===== src/rtl/lpm_pkg.sv =====
package lpm_pkg;
  localparam int unsigned REG_W   = 8;
  localparam int unsigned STAT_W  = 2;
  localparam int unsigned CTRL_W  = 4;
  localparam int unsigned CTRL_LSB = STAT_W;
  localparam int unsigned CTRL_MSB = STAT_W + CTRL_W - 1;

  // control field order, msb first: timer source, addr policy, wait clock stop, standby pins
  typedef struct packed {
    logic tsrc;
    logic aout;
    logic wclk;
    logic stby;
  } lpm_ctrl_t;

  typedef struct packed {
    logic wit;
    logic stp;
  } lpm_stat_t;

  function automatic logic [REG_W-1:0] lpm_pack(lpm_stat_t s, lpm_ctrl_t c);
    logic [REG_W-1:0] r;
    r = '0;
    r[STAT_W-1:0] = s;
    r[CTRL_MSB:CTRL_LSB] = c;
    return r;
  endfunction

  function automatic lpm_ctrl_t lpm_ctrl_of(logic [CTRL_W-1:0] f);
    return lpm_ctrl_t'(f);
  endfunction

  // a status bit after a software write: only zeros take effect
  function automatic logic [STAT_W-1:0] lpm_stat_after_wr(logic [STAT_W-1:0] old_v,
                                                           logic [STAT_W-1:0] wr_v);
    return old_v & wr_v;
  endfunction
endpackage


===== src/rtl/lpm_status_bits.sv =====
module lpm_status_bits
  import lpm_pkg::*;
(
  input  logic              clk,
  input  logic              rst_por,
  input  logic              rst_hw,
  input  logic              rst_sw,
  input  logic [STAT_W-1:0] set_vec,
  input  logic              wr_hit,
  input  logic [STAT_W-1:0] wr_bits,
  output logic [STAT_W-1:0] stat_q
);
  logic soft_hold;
  logic wr_take;
  logic [STAT_W-1:0] wr_next;

  assign soft_hold = rst_hw | rst_sw;
  assign wr_take   = wr_hit & ~soft_hold;
  assign wr_next   = lpm_stat_after_wr(stat_q, wr_bits);

  for (genvar i = 0; i < STAT_W; i++) begin : g_flag
    always_ff @(posedge clk) begin
      if (rst_por)          stat_q[i] <= 1'b0;
      else if (set_vec[i])  stat_q[i] <= 1'b1;
      else if (wr_take)     stat_q[i] <= wr_next[i];
    end


    stat_set_chk: assert property (@(posedge clk) disable iff (rst_por)
      set_vec[i] |=> stat_q[i]);


    no_sw_set_chk: assert property (@(posedge clk) disable iff (rst_por)
      (!stat_q[i] && !set_vec[i]) |=> !stat_q[i]);
  end


  stat_keep_chk: assert property (@(posedge clk) disable iff (rst_por)
    (soft_hold && set_vec == '0) |=> $stable(stat_q));
endmodule


===== src/rtl/lpm_ctrl_bits.sv =====
module lpm_ctrl_bits
  import lpm_pkg::*;
(
  input  logic              clk,
  input  logic              rst_any,
  input  logic              rst_soft,
  input  logic              rst_por,
  input  logic              wr_hit,
  input  logic [CTRL_W-1:0] wr_bits,
  output lpm_ctrl_t         ctrl_q
);
  always_ff @(posedge clk) begin
    if (rst_any)      ctrl_q <= '0;
    else if (wr_hit)  ctrl_q <= lpm_ctrl_of(wr_bits);
  end


  ctrl_clear_chk: assert property (@(posedge clk) disable iff (rst_por)
    rst_soft |=> (ctrl_q == '0));


  ctrl_hold_chk: assert property (@(posedge clk) disable iff (rst_any)
    !wr_hit |=> $stable(ctrl_q));
endmodule


===== src/rtl/lpm_gate_out.sv =====
module lpm_gate_out
  import lpm_pkg::*;
(
  input  logic      clk,
  input  logic      rst_any,
  input  lpm_ctrl_t ctrl,
  input  logic      wait_active,
  input  logic      stop_active,
  output logic      sysclk_stop_q,
  output logic      periph_stop_q,
  output logic      port_sel_q
);
  logic low_power;
  logic wait_gate;
  logic pin_handover;

  assign low_power    = wait_active | stop_active;
  assign wait_gate    = ctrl.wclk & wait_active;
  assign pin_handover = ctrl.stby & low_power;

  always_ff @(posedge clk) begin
    if (rst_any) begin
      sysclk_stop_q <= 1'b0;
      periph_stop_q <= 1'b0;
      port_sel_q    <= 1'b0;
    end else begin
      sysclk_stop_q <= wait_gate;
      periph_stop_q <= wait_gate;
      port_sel_q    <= pin_handover;
    end
  end


  gate_exit_chk: assert property (@(posedge clk) disable iff (rst_any)
    !wait_active |=> (!sysclk_stop_q && !periph_stop_q));


  gate_enter_chk: assert property (@(posedge clk) disable iff (rst_any)
    (wait_active && ctrl.wclk) |=> (sysclk_stop_q && periph_stop_q));


  port_idle_chk: assert property (@(posedge clk) disable iff (rst_any)
    !low_power |=> !port_sel_q);
endmodule


===== src/rtl/lpm_ctrl_reg.sv =====
module lpm_ctrl_reg
  import lpm_pkg::*;
#(
  parameter int unsigned ADDR_W   = 8,
  parameter logic [ADDR_W-1:0] REG_ADDR = 8'h63
) (
  input  logic              clk,
  input  logic              rst_por,
  input  logic              rst_hw,
  input  logic              rst_sw,
  input  logic [ADDR_W-1:0] bus_addr,
  input  logic              bus_we,
  input  logic [REG_W-1:0]  bus_wdata,
  output logic [REG_W-1:0]  bus_rdata,
  input  logic              stp_exec,
  input  logic              wit_exec,
  input  logic              wait_active,
  input  logic              stop_active,
  output logic              sysclk_stop,
  output logic              periph_clk_stop,
  output logic              bus_to_port,
  output logic              addr_out_sel,
  output logic              tmr_clk_src
);
  logic addr_hit;
  logic wr_hit;
  logic rst_any;
  logic rst_soft;
  logic [STAT_W-1:0] set_vec;
  logic [STAT_W-1:0] stat_q;
  lpm_ctrl_t ctrl_q;
  logic unused_rsvd;

  assign addr_hit    = (bus_addr == REG_ADDR);
  assign wr_hit      = bus_we & addr_hit;
  assign rst_soft    = rst_hw | rst_sw;
  assign rst_any     = rst_por | rst_soft;
  assign set_vec     = {wit_exec, stp_exec};
  assign unused_rsvd = ^bus_wdata[REG_W-1:CTRL_MSB+1];

  lpm_status_bits u_stat (
    .clk     (clk),
    .rst_por (rst_por),
    .rst_hw  (rst_hw),
    .rst_sw  (rst_sw),
    .set_vec (set_vec),
    .wr_hit  (wr_hit),
    .wr_bits (bus_wdata[STAT_W-1:0]),
    .stat_q  (stat_q)
  );

  lpm_ctrl_bits u_ctrl (
    .clk      (clk),
    .rst_any  (rst_any),
    .rst_soft (rst_soft),
    .rst_por  (rst_por),
    .wr_hit   (wr_hit),
    .wr_bits  (bus_wdata[CTRL_MSB:CTRL_LSB]),
    .ctrl_q   (ctrl_q)
  );

  lpm_gate_out u_gate (
    .clk           (clk),
    .rst_any       (rst_any),
    .ctrl          (ctrl_q),
    .wait_active   (wait_active),
    .stop_active   (stop_active),
    .sysclk_stop_q (sysclk_stop),
    .periph_stop_q (periph_clk_stop),
    .port_sel_q    (bus_to_port)
  );

  assign bus_rdata    = addr_hit ? lpm_pack(lpm_stat_t'(stat_q), ctrl_q) : '0;
  assign addr_out_sel = ctrl_q.aout;
  assign tmr_clk_src  = ctrl_q.tsrc;


  rsvd_zero_chk: assert property (@(posedge clk) disable iff (rst_por)
    bus_rdata[REG_W-1:CTRL_MSB+1] == '0);


  miss_zero_chk: assert property (@(posedge clk) disable iff (rst_por)
    !addr_hit |-> (bus_rdata == '0));


  por_clear_chk: assert property (@(posedge clk)
    $past(rst_por) |-> (stat_q == '0 && ctrl_q == '0 && !sysclk_stop && !bus_to_port));
endmodule


===== config.mk =====
export PLATFORM = sky130hd
export DESIGN_NAME = lpm_ctrl_reg
export DESIGN_NICKNAME = d
export VERILOG_FILES = /design/src/rtl/lpm_pkg.sv /design/src/rtl/lpm_status_bits.sv /design/src/rtl/lpm_ctrl_bits.sv /design/src/rtl/lpm_gate_out.sv /design/src/rtl/lpm_ctrl_reg.sv
export SDC_FILE = /design/constraint.sdc
export NUM_CORES = 1
export LEC_CHECK = 0
export BUFFER_PORTS_ARGS = -buffer_cell sky130_fd_sc_hd__buf_2
export CAP_MARGIN = 20
export CELL_PAD_IN_SITES_DETAIL_PLACEMENT = 1
export CELL_PAD_IN_SITES_GLOBAL_PLACEMENT = 1
export CORE_MARGIN = 4
export CORE_UTILIZATION = 25
export CTS_BUF_LIST = sky130_fd_sc_hd__clkbuf_8
export DETAILED_ROUTE_END_ITERATION = 10
export PLACE_DENSITY = 0.85
export RECOVER_POWER = 25
export SKIP_LAST_GASP = 1
export SYNTH_ARGS = -nofsm -noshare
export SYNTH_HDL_FRONTEND = slang
export SYNTH_SLANG_ARGS = --single-unit

===== constraint.sdc =====
create_clock -name clk -period 3.5 [get_ports clk]
set_clock_uncertainty 0.2 [all_clocks]
set_input_delay 0.175 -clock clk [delete_from_list [all_inputs] [get_ports clk]]
set_output_delay 0.175 -clock clk [all_outputs]
set_load 0.02 [all_outputs]

=== Word-level counts from Yosys, hierarchy flattened ===
Index checks and enable logic that the tools add are counted.

* $add $sub $neg: 0
* Multipliers: 0
* Divide/modulo/power cells: 0
* $lt $le $gt $ge: 0
* Eq/ne operators: 1
* Shift operators: 0
* Mux-type cells: 5
* Bitwise gates (word level): 9
* Reduce and logical (&&, ||, !) cells: 2

{| class="wikitable"
|+ Operator list
! cell !! count
|-
| 8-bit by 7-bit == test with 1-bit output (second input constant) || 1
|-
| 6-bit two-way mux || 1
|-
| 1-bit bitwise AND || 4
|-
| 1-bit two-way mux || 4
|-
| 2-bit nonzero test || 2
|-
| 1-bit bitwise OR || 3
|-
| 2-bit bitwise AND || 1
|-
| 1-bit inverter || 1
|}

* Bits in registers: 8
* Latch bits: 0
* Memory bits (writable): 0
* ROM bits: 0
* Input port bits: 25
* Output and inout port bits: 13
* Word-level logic and storage cells: 25
* Memories: 0

=== Depth between registers and ports, before layout ===
Gate-level depths: netlist (run 1).

* Depth after elaboration: 5
* Depth in mapped cells: 4
* Depth with buffers taken out: 3

=== Modules after synthesis ===
From an unflattened synthesis (run 1), not the netlist that was laid out.

* Cells, all modules: 51
* Area total of the unflattened synthesis: 405.4 µm²

{| class="wikitable"
|+ By module, submodules not included
! module !! times used !! cells each !! area each (µm²) !! sequential area each (µm²)
|-
| lpm_ctrl_bits || 1 || 13 || 140.1 || 80.1
|-
| lpm_ctrl_reg || 1 || 22 || 116.4 || 0.0
|-
| lpm_status_bits || 1 || 9 || 77.6 || 40.0
|-
| lpm_gate_out || 1 || 7 || 71.3 || 40.0
|}

=== Worst setup path after synthesis (run 1) ===
Ideal clock, no wire load.

* Path type: in2out
* From: input bus_addr[7]
* To: output bus_rdata[0]
* Arrival: 1.021 ns
* Data required time: 3.125 ns
* Path slack: 2.104 ns
* Stages: 2
* Buffers on the path: 0
* Cell sequence: nor4b_2 -> and3_1

* Cells in the longest elaborated chain, start to end: 2

{| class="wikitable"
|+ Ends and longest elaborated chain
! item !! RTL line !! RTL
|-
| start, declared || lpm_ctrl_reg.sv:11 || <nowiki>input logic [ADDR_W-1:0] bus_addr,</nowiki>
|-
| 8-bit by 7-bit == test with 1-bit output || lpm_ctrl_reg.sv:34 || <nowiki>assign addr_hit = (bus_addr == REG_ADDR);</nowiki>
|-
| 6-bit two-way mux || lpm_ctrl_reg.sv:73 || <nowiki>assign bus_rdata = addr_hit ? lpm_pack(lpm_stat_t'(stat_q), ctrl_q) : '0;</nowiki>
|-
| end, declared || lpm_ctrl_reg.sv:14 || <nowiki>output logic [REG_W-1:0] bus_rdata,</nowiki>
|}

Every way passes these cells.

=== Worst setup path after layout (run 1) ===
* From: input bus_addr[7]
* To: output bus_rdata[5]

The elaborated chain is that of the path after synthesis.

==> summary.txt, run 1 <==
Clock network
  – Inserted Clock Buffers: 3
  – CTS Sinks: 8
  – Post-CTS sizing: 0
  – Post-CTS Setup Inserts: 0
  – CTS root buffer: clkbuf_8
  – CTS tree: built
  – Htree depth: 1
  – Clk_lat worst skew: between 200 and 250 ps
  – Clock transition at path regs: about 50 ps
  – Longest Clk Path Bufs: 2

Drt
  – Vias/cell: approximately 5.3
  – DRC violations left: 0
  – DRT Pass-1 Iters: 4
  – Routed len/inst: between 10 and 15 um
  – DRT Wirelength: about 1.4 mm
  – Routed wl met3: 143 um
  – Remaining antenna violation count: 0
  – Met1 wire length: between 500 and 600 um
  – WL met2: roughly 720 um
  – Top Layer Used: met4
  – Detailed Route Iter0 Violations: 8
  – DR vias: 528

GRT
  – GR Overflow Total: 0
  – Initial antenna violation count: 0
  – Largest net degree at the start of global routing: 11
  – Tot GR Track Use: a little under an eighth
  – First-pass GRT wire length: 2.17 mm
  – Vias in the first global route: 499

Logic synthesis
  – Synth top area cells: dfxtp_1 38%, and3_1 8.9%, o31ai_1 7.1%, nand4_1 6.0%, buf_4 5.4%
  – Area share of the largest cell type after synthesis: a little under two fifths
  – Seq/Total Area, Yosys: 38.1%
  – Avg Inst Size Synth: around 8.6 um2
  – Cells after Synth: about 50
  – Yosys warnings: 0
  – Post-synth top area cell: dfxtp_1
  – Netlist cell types: 20
  – Mapped Area: ~420 um2
  – Flops & latches, synth: 8

Finish
  – Area Overhead vs Synth: 53.6%
  – Final nets: 111
  – Layout cells sized above 1: ~40%
  – Ant diodes: 0
  – FF+latch area: 160 um2
  – Final core occ: between 40% and 50%
  – Fill cells: approximately 210
  – Final instance area: around 650 um2
  – Final non-filler cell total: 100
  – Area of the multi-input gates: ~230 um2

Timing
  – Worst-margin pin slew: approximately 770 ps
  – Final Setup Violations: 0
  – Max-slew headroom: about half
  – Final hold vios: 0
  – Fin worst setup slack: roughly 1700 ps
  – Slew Limit Fails: 0
  – Setup_tns: 0 ps
  – Final hold slack: around 4.0 ps
  – Fin crit period: 1780 ps
  – RSZ-0062 raised after global routing: no
  – Period utilization: between 50% and 60%
  – Fmax: around 560 MHz

Power
  – Pwr/cell area: 366 mW/mm2
  – Switching power: approximately 0.054 mW
  – Leakage: slightly above 0.3 nW
  – Gate power share: around an eighth
  – Tot Pwr: between 0.2 and 0.25 mW
  – Sequential power share: about two fifths
  – Pint: around 0.18 mW
  – Net Sw Frac: between 20% and 30%
  – Maximum VDD drop: ~0.15 mV
  – Clk pwr share: between 40% and 50%

Floorplan
  – Die X: slightly below 50 um
  – I/O Pins: 38
  – Die ar.: about 0.0024 mm2
  – Initial Util: approximately 27%
  – CORE AREA: about 0.0015 mm2
  – Die Y: between 40 and 50 um
  – FP Rows: 14

Placement
  – Post-DP HPWL: ~1.2 mm
  – I/O Buffers: 33
  – DP Area: around 580 um2
  – GPL Wtd Cong: between 0.6 and 0.7
  – Pre-CTS setup slack: approximately 1700 ps
  – Placed Cells: 94

Critical path
  – WP data arrival: 1410 ps
  – Crit path max-delay cell type: nor4b_2
  – CP Capture Type: primary output
  – CP Data Required Time: ~3100 ps
  – Crit-path most repeated cell: buf_2
  – Worst-path fanout max: 10
  – CP cell instances: buf_2, nor4b_2, and3_1, buf_2
  – Critical path type: input port to primary output
  – Type of origin of the critical path: input port
  – Worst path max stage delay: around 700 ps

Job
  – MaxCap Viol Count: 0

Run status
  – Status: completed

Min path
  – Hold Path Class: input port to register
per-layer routing:
metal  GRT usage, %  up-vias
met3           4.89        2
met5              0        -
met2           19.3       28
met4           5.38        0
met1           12.3      245
li1               -      253
state kept, by name, indices dropped and copies added (netlist names):
register              cells
u_ctrl.ctrl_q             4
u_stat.stat_q             2
u_gate.port_sel_q         1
u_gate.sysclk_stop_q      1
synth_stat cells (all sizes together):
cell type	instances
or4b	1
inv	1
a21oi	4
or3	1
and3	6
nor3	1
a211oi	2
and4b	1
conb	1
o21ai	1
dfxtp	8
nor4b	1
clkbuf	2
nand4	4
nor4	2
nand4b	1
buf	3
nor2	4
nand2	1
o31ai	4
timing repair:
action | CTS | global route
hold buffers | 3 | 0
setup endpoints to repair | 0 | 0
endpoints found under the hold margin | 4 | 0
placed cells by master, fill, tap and decap left out, drive strengths merged:
cell type,netlist,layout
dfxtp,8,8
nand2,1,1
and3,6,6
or4b,1,1
a21oi,4,4
o31ai,4,4
and4b,1,1
dlygate4sd3,0,3
inv,1,1
clkbuf,2,7
nor4b,1,1
buf,3,29
nand4b,1,1
nor4,2,2
a211oi,2,2
nor3,1,1
o21ai,1,1
conb,1,2
nor2,4,4
nand4,4,4
or3,1,1
cell type report:
type,instances,share of cell area (%)
multi-input cells,36,35.7
clock buffers,3,6.40
well taps,16,3.10
repair buffers,36,29.5
inverters,1,0.581
flip-flops and latches,8,24.8
critical path, delay by kind of cell:
family	cells	cell delay [ps]
buf+inv	2	270
simple gates	2	960
path summary, 6_finish.rpt:
check / depth (start not counted) / from / to / slack [ps]
setup / recovery: 4 / bus_addr[7] / bus_rdata[5] / 1720
hold / removal: 3 / bus_wdata[4] / u_ctrl.ctrl_q[2] / 4
setup reg to reg: 2 / u_ctrl.ctrl_q[3] / u_ctrl.ctrl_q[3] / 2610
hold reg to reg: 2 / u_ctrl.ctrl_q[1] / u_gate.sysclk_stop_q / 250
cell families (layout without fill, tap and decap cells):
| logic type | Yosys count | after routing | synth area share, % |
|---|---|---|---|
| buffers and inverters | 6 | 40 | 8.04 |
| other | 1 | 2 | 0.892 |
| flip-flops | 8 | 8 | 38.1 |
| AND/OR/NAND/NOR | 23 | 23 | 36.3 |
| AO/OA/AOI/OAI | 11 | 11 | 16.7 |
power by group through the flow:
| stage | Combinational [mW] | Clock (mW) | Sequential (mW) |
|---|---|---|---|
| finish | 0.0280 | 0.114 | 0.0939 |
| global route | 0.0307 | 0.120 | 0.0942 |
| CTS | 0.0281 | 0.116 | 0.0940 |
| detailed placement | 0.0255 | 0 | 0.0956 |
| floorplan | 0.0107 | 0 | 0.0952 |
| global placement | 0.0246 | 0 | 0.0954 |
Power figures use the tool's default switching activity.
==> run 2: changes to the inputs <==
--- a/config.mk
+++ b/config.mk
@@ -5,15 +5,16 @@
 export SDC_FILE = /design/constraint.sdc
 export NUM_CORES = 1
 export LEC_CHECK = 0
+export ABC_AREA = 1
 export BUFFER_PORTS_ARGS = -buffer_cell sky130_fd_sc_hd__buf_2
 export CAP_MARGIN = 20
 export CELL_PAD_IN_SITES_DETAIL_PLACEMENT = 1
 export CELL_PAD_IN_SITES_GLOBAL_PLACEMENT = 1
 export CORE_MARGIN = 4
-export CORE_UTILIZATION = 25
+export CORE_UTILIZATION = 22
 export CTS_BUF_LIST = sky130_fd_sc_hd__clkbuf_8
 export DETAILED_ROUTE_END_ITERATION = 10
-export PLACE_DENSITY = 0.85
+export PLACE_DENSITY = 0.79
 export RECOVER_POWER = 25
 export SKIP_LAST_GASP = 1
 export SYNTH_ARGS = -nofsm -noshare
==> constraint.sdc (replaced) <==
create_clock -name clk -period 1.45 [get_ports clk]
set_clock_uncertainty 0.2 [all_clocks]
set_input_delay 0.0725 -clock clk [delete_from_list [all_inputs] [get_ports clk]]
set_output_delay 0.0725 -clock clk [all_outputs]
set_load 0.02 [all_outputs]
==> summary.txt, run 2 <==
Power
  – Maximum VDD drop: 0.569 mV (+280%)
  – Pwr/cell area: 737 mW/mm2 (+100%)
  – Leakage: 0.407 nW (+33%)

GRT
  – Initial antenna violation count: 0 (unchanged)
  – Tot GR Track Use: 11.6% (+0.12 points)
  – GR Overflow Total: 0 (unchanged)
  – Largest net degree at the start of global routing: 9 (-2)
  – Vias in the first global route: 609 (+22%)
  – First-pass GRT wire length: 2.38 mm (+9.5%)

Logic synthesis
  – Avg Inst Size Synth: 6.71 um2 (-22%)
  – Primary FF master, synth: dfxtp_1
  – Synth top area cells: dfxtp_1 34%, nor2_1 13%, nand2_1 11%, nor3b_2 10%, inv_1 10%
  – Cells after Synth: 71 (+45%)
  – Flops & latches, synth: 8 (unchanged)
  – Yosys warnings: 0 (unchanged)
  – Most frequent cell after synthesis: nor2_1
  – Netlist cell types: 15 (-25%)
  – Post-synth top area cell: dfxtp_1
  – Area share of the largest cell type after synthesis: 33.6% (-4.5 points)
  – Mapped Area: 477 um2 (+13%)
  – Seq/Total Area, Yosys: 33.6% (-4.5 points)
  – EDFF count, synth: 0 (unchanged)
  – Commonest cells in the netlist: 17 x nor2_1, 14 x nand2_1, 13 x inv_1, 8 x dfxtp_1, 4 x nor3b_2
  – Async set-or-reset flop fraction in the synthesized netlist: 0% (unchanged)

Drt
  – Routed len/inst: 10.7 um (-26%)
  – DRT Pass-1 Iters: 1 (-3)
  – Remaining antenna violation count: 0 (unchanged)
  – Vias/cell: 4.09 (-22%)
  – DRC violations left: 0 (unchanged)
  – Detailed Route Iter0 Violations: 0 (-8)
  – DR vias: 577 (+9.3%)
  – DRT Wirelength: 1.51 mm (+4.3%)

Clock network
  – Clock transition at path regs: 40 ps (about the same)
  – CTS tree: built
  – Longest Clk Path Bufs: 2 (unchanged)
  – CTS root buffer: clkbuf_8
  – Htree depth: 1 (unchanged)
  – Inserted Clock Buffers: 3 (unchanged)
  – CTS Sinks: 8 (unchanged)
  – Clk_lat worst skew: 230 ps (about the same)

Floorplan
  – CORE AREA: 0.00200 mm2 (+30%)
  – Die X: 54.6 um (+11%)
  – Die ar.: 0.00298 mm2 (+24%)
  – Die Y: 54.6 um (+11%)
  – FP Rows: 16 (+2)
  – I/O Pins: 38 (unchanged)
  – Initial Util: 23.8% (-3.5 points)

Critical path
  – Type of origin of the critical path: input port
  – WP data arrival: 1390 ps (-20 ps)
  – Worst reg2reg path depth: 3 (+1)
  – CP Capture Type: register
  – R2r setup slk: 150 ps (-2460 ps)
  – CP Data Required Time: 1420 ps (-1700 ps)
  – Critical path type: input port to register
  – Worst-path fanout max: 3 (-7)
  – Worst r2r dst: u_stat.stat_q[1]
  – Reg-to-reg startpoint: u_stat.stat_q[1]

Timing
  – Period utilization: between 90% and 100%
  – Slew Limit Fails: 0 (unchanged)
  – Fin crit period: roughly 1400 ps
  – Final hold vios: 0 (unchanged)
  – Final Setup Violations: 0 (unchanged)
  – Final hold slack: 6.08 ps (+2.04 ps)
  – Fmax: around 700 MHz
  – RSZ-0062 raised after global routing: no
  – Setup_tns: 0 ps (unchanged)

Run status
  – Status: completed

Placement
  – Post-DP HPWL: 1.18 mm (+2.3%)
  – I/O Buffers: 33 (unchanged)
  – GPL Wtd Cong: 0.670 (-2.4%)

Job
  – MaxCap Viol Count: 0 (unchanged)

Finish
  – Most common cell after layout, fill and taps aside: buf_2
  – Layout cells sized above 1: 36.8% (-3.6 points)
  – Area Overhead vs Synth: 65.4%
  – Reg with most FFs: u_ctrl.ctrl_q
  – Final nets: 141 (+27%)
  – Ant diodes: 0 (unchanged)
  – Largest register FFs: 4 (unchanged)
  – Largest regs: u_ctrl.ctrl_q (4), u_stat.stat_q (2)
  – Most frequent cells in the layout: 30 x buf_2, 17 x nor2_1, 14 x nand2_1, 13 x inv_1, 9 x dlygate4sd3_1

Min path
  – WHS Endpoint: u_stat.stat_q[0]
  – Worst hold start: bus_we
  – Hold Path Stages: 4 (+1)
  – Hold Path Class: input port to register
[run 2: cell type report]
cell class                      count  area, um2
Tap cell                           27       33.8
Timing Repair Buffer               42        251
Clock buffer                        3       41.3
Sequential cell                     8        160
Multi-Input combinational cell     45        241
Inverter                           16       60.1
Fill cell                         275       1210
[run 2: worst max path at each step]
stage / from / cells past startpoint / endpoint / slack, ps
after global placement: bus_addr[7] / 7 / bus_rdata[4] / 230
after detailed placement: bus_addr[7] / 7 / bus_rdata[4] / 150
final: rst_por / 4 / u_stat.stat_q[1] / 40
after global routing: rst_por / 4 / u_stat.stat_q[1] / 20
after CTS: rst_por / 4 / u_stat.stat_q[1] / 60
after floorplan: u_ctrl.ctrl_q[2] / 2 / bus_rdata[4] / 380
[run 2: layer usage]
metal / GRT usage, % / wire, um / vias up
met4: 4.98 / 49 / 0
met1: 9.17 / 491 / 252
met5: 0 / 0 / -
met2: 22.5 / 816 / 26
met3: 6.81 / 148 / 7
li1: - / - / 292
[run 2: cell families (layout without fill, tap and decap cells)]
kind of cell,count (synthesis),count (layout),synth area share [%]
other,1,2,0.787
buffers and inverters,19,61,17.3
and+or+nand+nor,40,40,45.1
AOI/OAI and AO/OA,3,3,3.15
DFF,8,8,33.6
[run 2: worst max-delay path, cell delays in order]
cell and delay, ps:
dlygate4sd3_1 530, buf_2 140, a21oi_2 90, dlygate4sd3_1 540
[run 2: repair_timing]
| item | in CTS | in global routing |
|---|---|---|
| gates resized for setup | 0 | 1 |
| hold endpoints to repair | 8 | 0 |
| hold buffers | 9 | 0 |
| setup buffers | 0 | 0 |
| endpoints found under the setup margin | 0 | 1 |
[run 2: stage by stage]
stage | utilization, % | setup WS (ps) | std cells | power (mW) | cell area [um2]
6_report | 39.4 | 35.8 | 141 | 0.581 | 788
5_1_grt | 39.4 | 17.3 | 141 | 0.620 | 788
4_1_cts | 39.4 | 57.5 | 141 | 0.598 | 788
3_5_place_dp | 32.8 | 154 | 129 | 0.297 | 657
3_3_place_gp | 32.8 | 232 | 129 | 0.294 | 657
2_1_floorplan | - | 376 | 72 | 0.261 | 480
[run 2: report_power, final]
| group | total, mW | internal, mW | switching [mW] |
|---|---|---|---|
| Clock | 0.267 | 0.180 | 0.0875 |
| Sequential | 0.227 | 0.225 | 0.00172 |
| Combinational | 0.0871 | 0.0467 | 0.0404 |
| Total | 0.581 | 0.452 | 0.130 |
==> run 3: changes to the inputs <==
==> constraint.sdc (replaced) <==
create_clock -name clk -period 1.45 [get_ports clk]
set_clock_uncertainty 0.2 [all_clocks]
set_input_delay 0.145 -clock clk [delete_from_list [all_inputs] [get_ports clk]]
set_output_delay 0.145 -clock clk [all_outputs]
set_load 0.02 [all_outputs]
==> summary.txt, run 3 (synthesized netlist as in run 2, its figures left out) <==
Timing
  – RSZ-0062 raised after global routing: no
  – Fmax: 736 MHz (+4.1%)
  – Slew Limit Fails: 0 (unchanged)
  – Period utilization: 93.6% (-3.9 points)
  – Final hold slack: 5.45 ps (-0.624 ps)
  – Setup_tns: 0 ps (unchanged)
  – Fin worst setup slack: 92.1 ps (+56.3 ps)
  – Final Setup Violations: 0 (unchanged)
  – Fin crit period: 1360 ps (-56.3 ps)
  – Final hold vios: 0 (unchanged)

Critical path
  – WP data arrival: 1010 ps (-380 ps)
  – CP Data Required Time: 1110 ps (-310 ps)
  – Critical path type: input port to primary output
  – Delay-heaviest family, CP: simple AND/OR/NAND/NOR gates
  – Type of origin of the critical path: input port
  – Worst path max stage delay: 190 ps (-350 ps)
  – Buf/Inv on CP: 3 (unchanged)
  – Crit path max-delay cell type: nor3_2
  – Worst-path fanout max: 6 (+3)
  – Crit-path most repeated cell: buf_2
  – CP Capture Type: primary output
  – CP cell instances: buf_2, inv_1, nand2_1, nor3_2, nand2_2, nor2_1, buf_2

Run status
  – Status: completed

GRT
  – Initial antenna violation count: 0 (unchanged)
  – Met1 usage: 10.9% (+1.8 points)
  – Vias in the first global route: 561 (-7.9%)
  – Most crowded layer after global routing: met2
  – M2 GR Usage: 21.7% (-0.80 points)
  – Tot GR Track Use: 11.9% (+0.21 points)
  – GR Overflow Total: 0 (unchanged)
  – Largest net degree at the start of global routing: 9 (unchanged)
  – First-pass GRT wire length: 2.35 mm (-1.4%)
  – Met3 GRT Util: 5.99% (-0.82 points)

Finish
  – Final instance area: 747 um2 (-5.2%)
  – Final nets: 137 (-2.8%)
  – Most frequent cells in the layout: 30 x buf_2, 17 x nor2_1, 13 x inv_1, 13 x nand2_1, 8 x dfxtp_1
  – Ant diodes: 0 (unchanged)
  – Largest register FFs: 4 (unchanged)
  – Reg with most FFs: u_ctrl.ctrl_q
  – Final core occ: 37.3% (-2.1 points)
  – Most common cell after layout, fill and taps aside: buf_2
  – Layout cells sized above 1: 38.2% (+1.3 points)
  – Area Overhead vs Synth: 56.7%
  – Final non-filler cell total: 137 (-2.8%)
  – Largest regs: u_ctrl.ctrl_q (4), u_stat.stat_q (2)

Drt
  – DRT Pass-1 Iters: 2 (+1)
  – Vias/cell: 4.10 (+0.24%)
  – DRC violations left: 0 (unchanged)
  – DR vias: 562 (-2.6%)
  – DRT Wirelength: 1.51 mm (+0.20%)
  – Detailed Route Iter0 Violations: 1 (+1)
  – Remaining antenna violation count: 0 (unchanged)
  – Routed len/inst: 11.0 um (+3.1%)

Power
  – Leakage: 0.392 nW (-3.7%)
  – Tot Pwr: 0.575 mW (-1.0%)
  – Pwr/cell area: 770 mW/mm2 (+4.5%)
  – Clk pwr share: 47.3% (+1.3 points)
  – Sequential power share: 39.4% (+0.4 points)
  – Pint: 0.443 mW (-1.8%)
  – Maximum VDD drop: 0.490 mV (-14%)
  – Switching power: 0.132 mW (+1.7%)
  – Gate power share: 13.3% (-1.7 points)
  – Net Sw Frac: 22.9% (+0.62 points)

Floorplan
  – Die ar.: 0.00298 mm2 (unchanged)
  – Die X: 54.6 um (unchanged)
  – CORE AREA: 0.00200 mm2 (unchanged)
  – Initial Util: 23.8% (unchanged)
  – I/O Pins: 38 (unchanged)
  – Die Y: 54.6 um (unchanged)
  – FP Rows: 16 (unchanged)

Placement
  – Pre-CTS setup slack: 5.36 ps (-148 ps)
  – Post-DP HPWL: 1.27 mm (+7.5%)
  – GPL Wtd Cong: 0.671 (+0.15%)
  – DP Area: 657 um2 (unchanged)
  – I/O Buffers: 33 (unchanged)
  – Placed Cells: 129 (unchanged)

Min path
  – Hold Path Class: input port to register

Clock network
  – CTS tree: built
  – CTS root buffer: clkbuf_8
  – Clk_lat worst skew: 230 ps (about the same)
  – CTS Sinks: 8 (unchanged)
  – Clock transition at path regs: 40 ps (about the same)
  – Inserted Clock Buffers: 3 (unchanged)
  – Htree depth: 1 (unchanged)
  – Longest Clk Path Bufs: 2 (unchanged)

Job
  – MaxCap Viol Count: 0 (unchanged)
==> run 3: changes by cell type in the layout (fill, tap and decap cells not counted), sizes merged <==
cell         previous run  this run
dlygate4sd3             9         5
==> run 3: area by class of cell <==
type / count / area, um2
inverter: 16 / 60.1
sequential: 8 / 160
timing repair buffer: 38 / 211
fill: 271 / 1250
tap: 27 / 33.8
clock buffer: 3 / 41.3
multi-input combinational: 45 / 240
==> run 3: timing repair <==
action | CTS | global route
hold buffers | 5 | 0
resized for setup | 0 | 1
endpoints found under the hold margin | 4 | 0
endpoints found under the setup margin | 0 | 6
buffers inserted | 0 | 0
==> run 3: layer usage <==
layer,up-vias,part of all wire (%)
met5,-,0
met4,0,1.1
met3,3,9.5
met2,22,56
met1,253,33
li1,284,-
==> run 3: power groups by stage <==
stage / Sequential (mW) / Combinational, mW / Clock [mW]
2_1_floorplan: 0.230 / 0.0306 / 0
3_3_place_gp: 0.230 / 0.0635 / 0
3_5_place_dp: 0.230 / 0.0672 / 0
4_1_cts: 0.227 / 0.0774 / 0.287
5_1_grt: 0.227 / 0.0872 / 0.301
6_report: 0.227 / 0.0766 / 0.272
==> run 3: worst min-delay path, stage by stage <==
cell     delay (ps)
buf_2            80
nor2_1           40
nor3b_2         130
==> run 3: final timing paths <==
| path | start | end | slack (ps) | cells past startpoint |
|---|---|---|---|---|
| min reg2reg | u_ctrl.ctrl_q[1] | u_gate.sysclk_stop_q | 240 | 2 |
| min | bus_wdata[3] | u_ctrl.ctrl_q[1] | 5 | 3 |
| max | bus_addr[7] | bus_rdata[0] | 90 | 7 |
| max reg2reg | u_ctrl.ctrl_q[0] | u_ctrl.ctrl_q[0] | 550 | 3 |
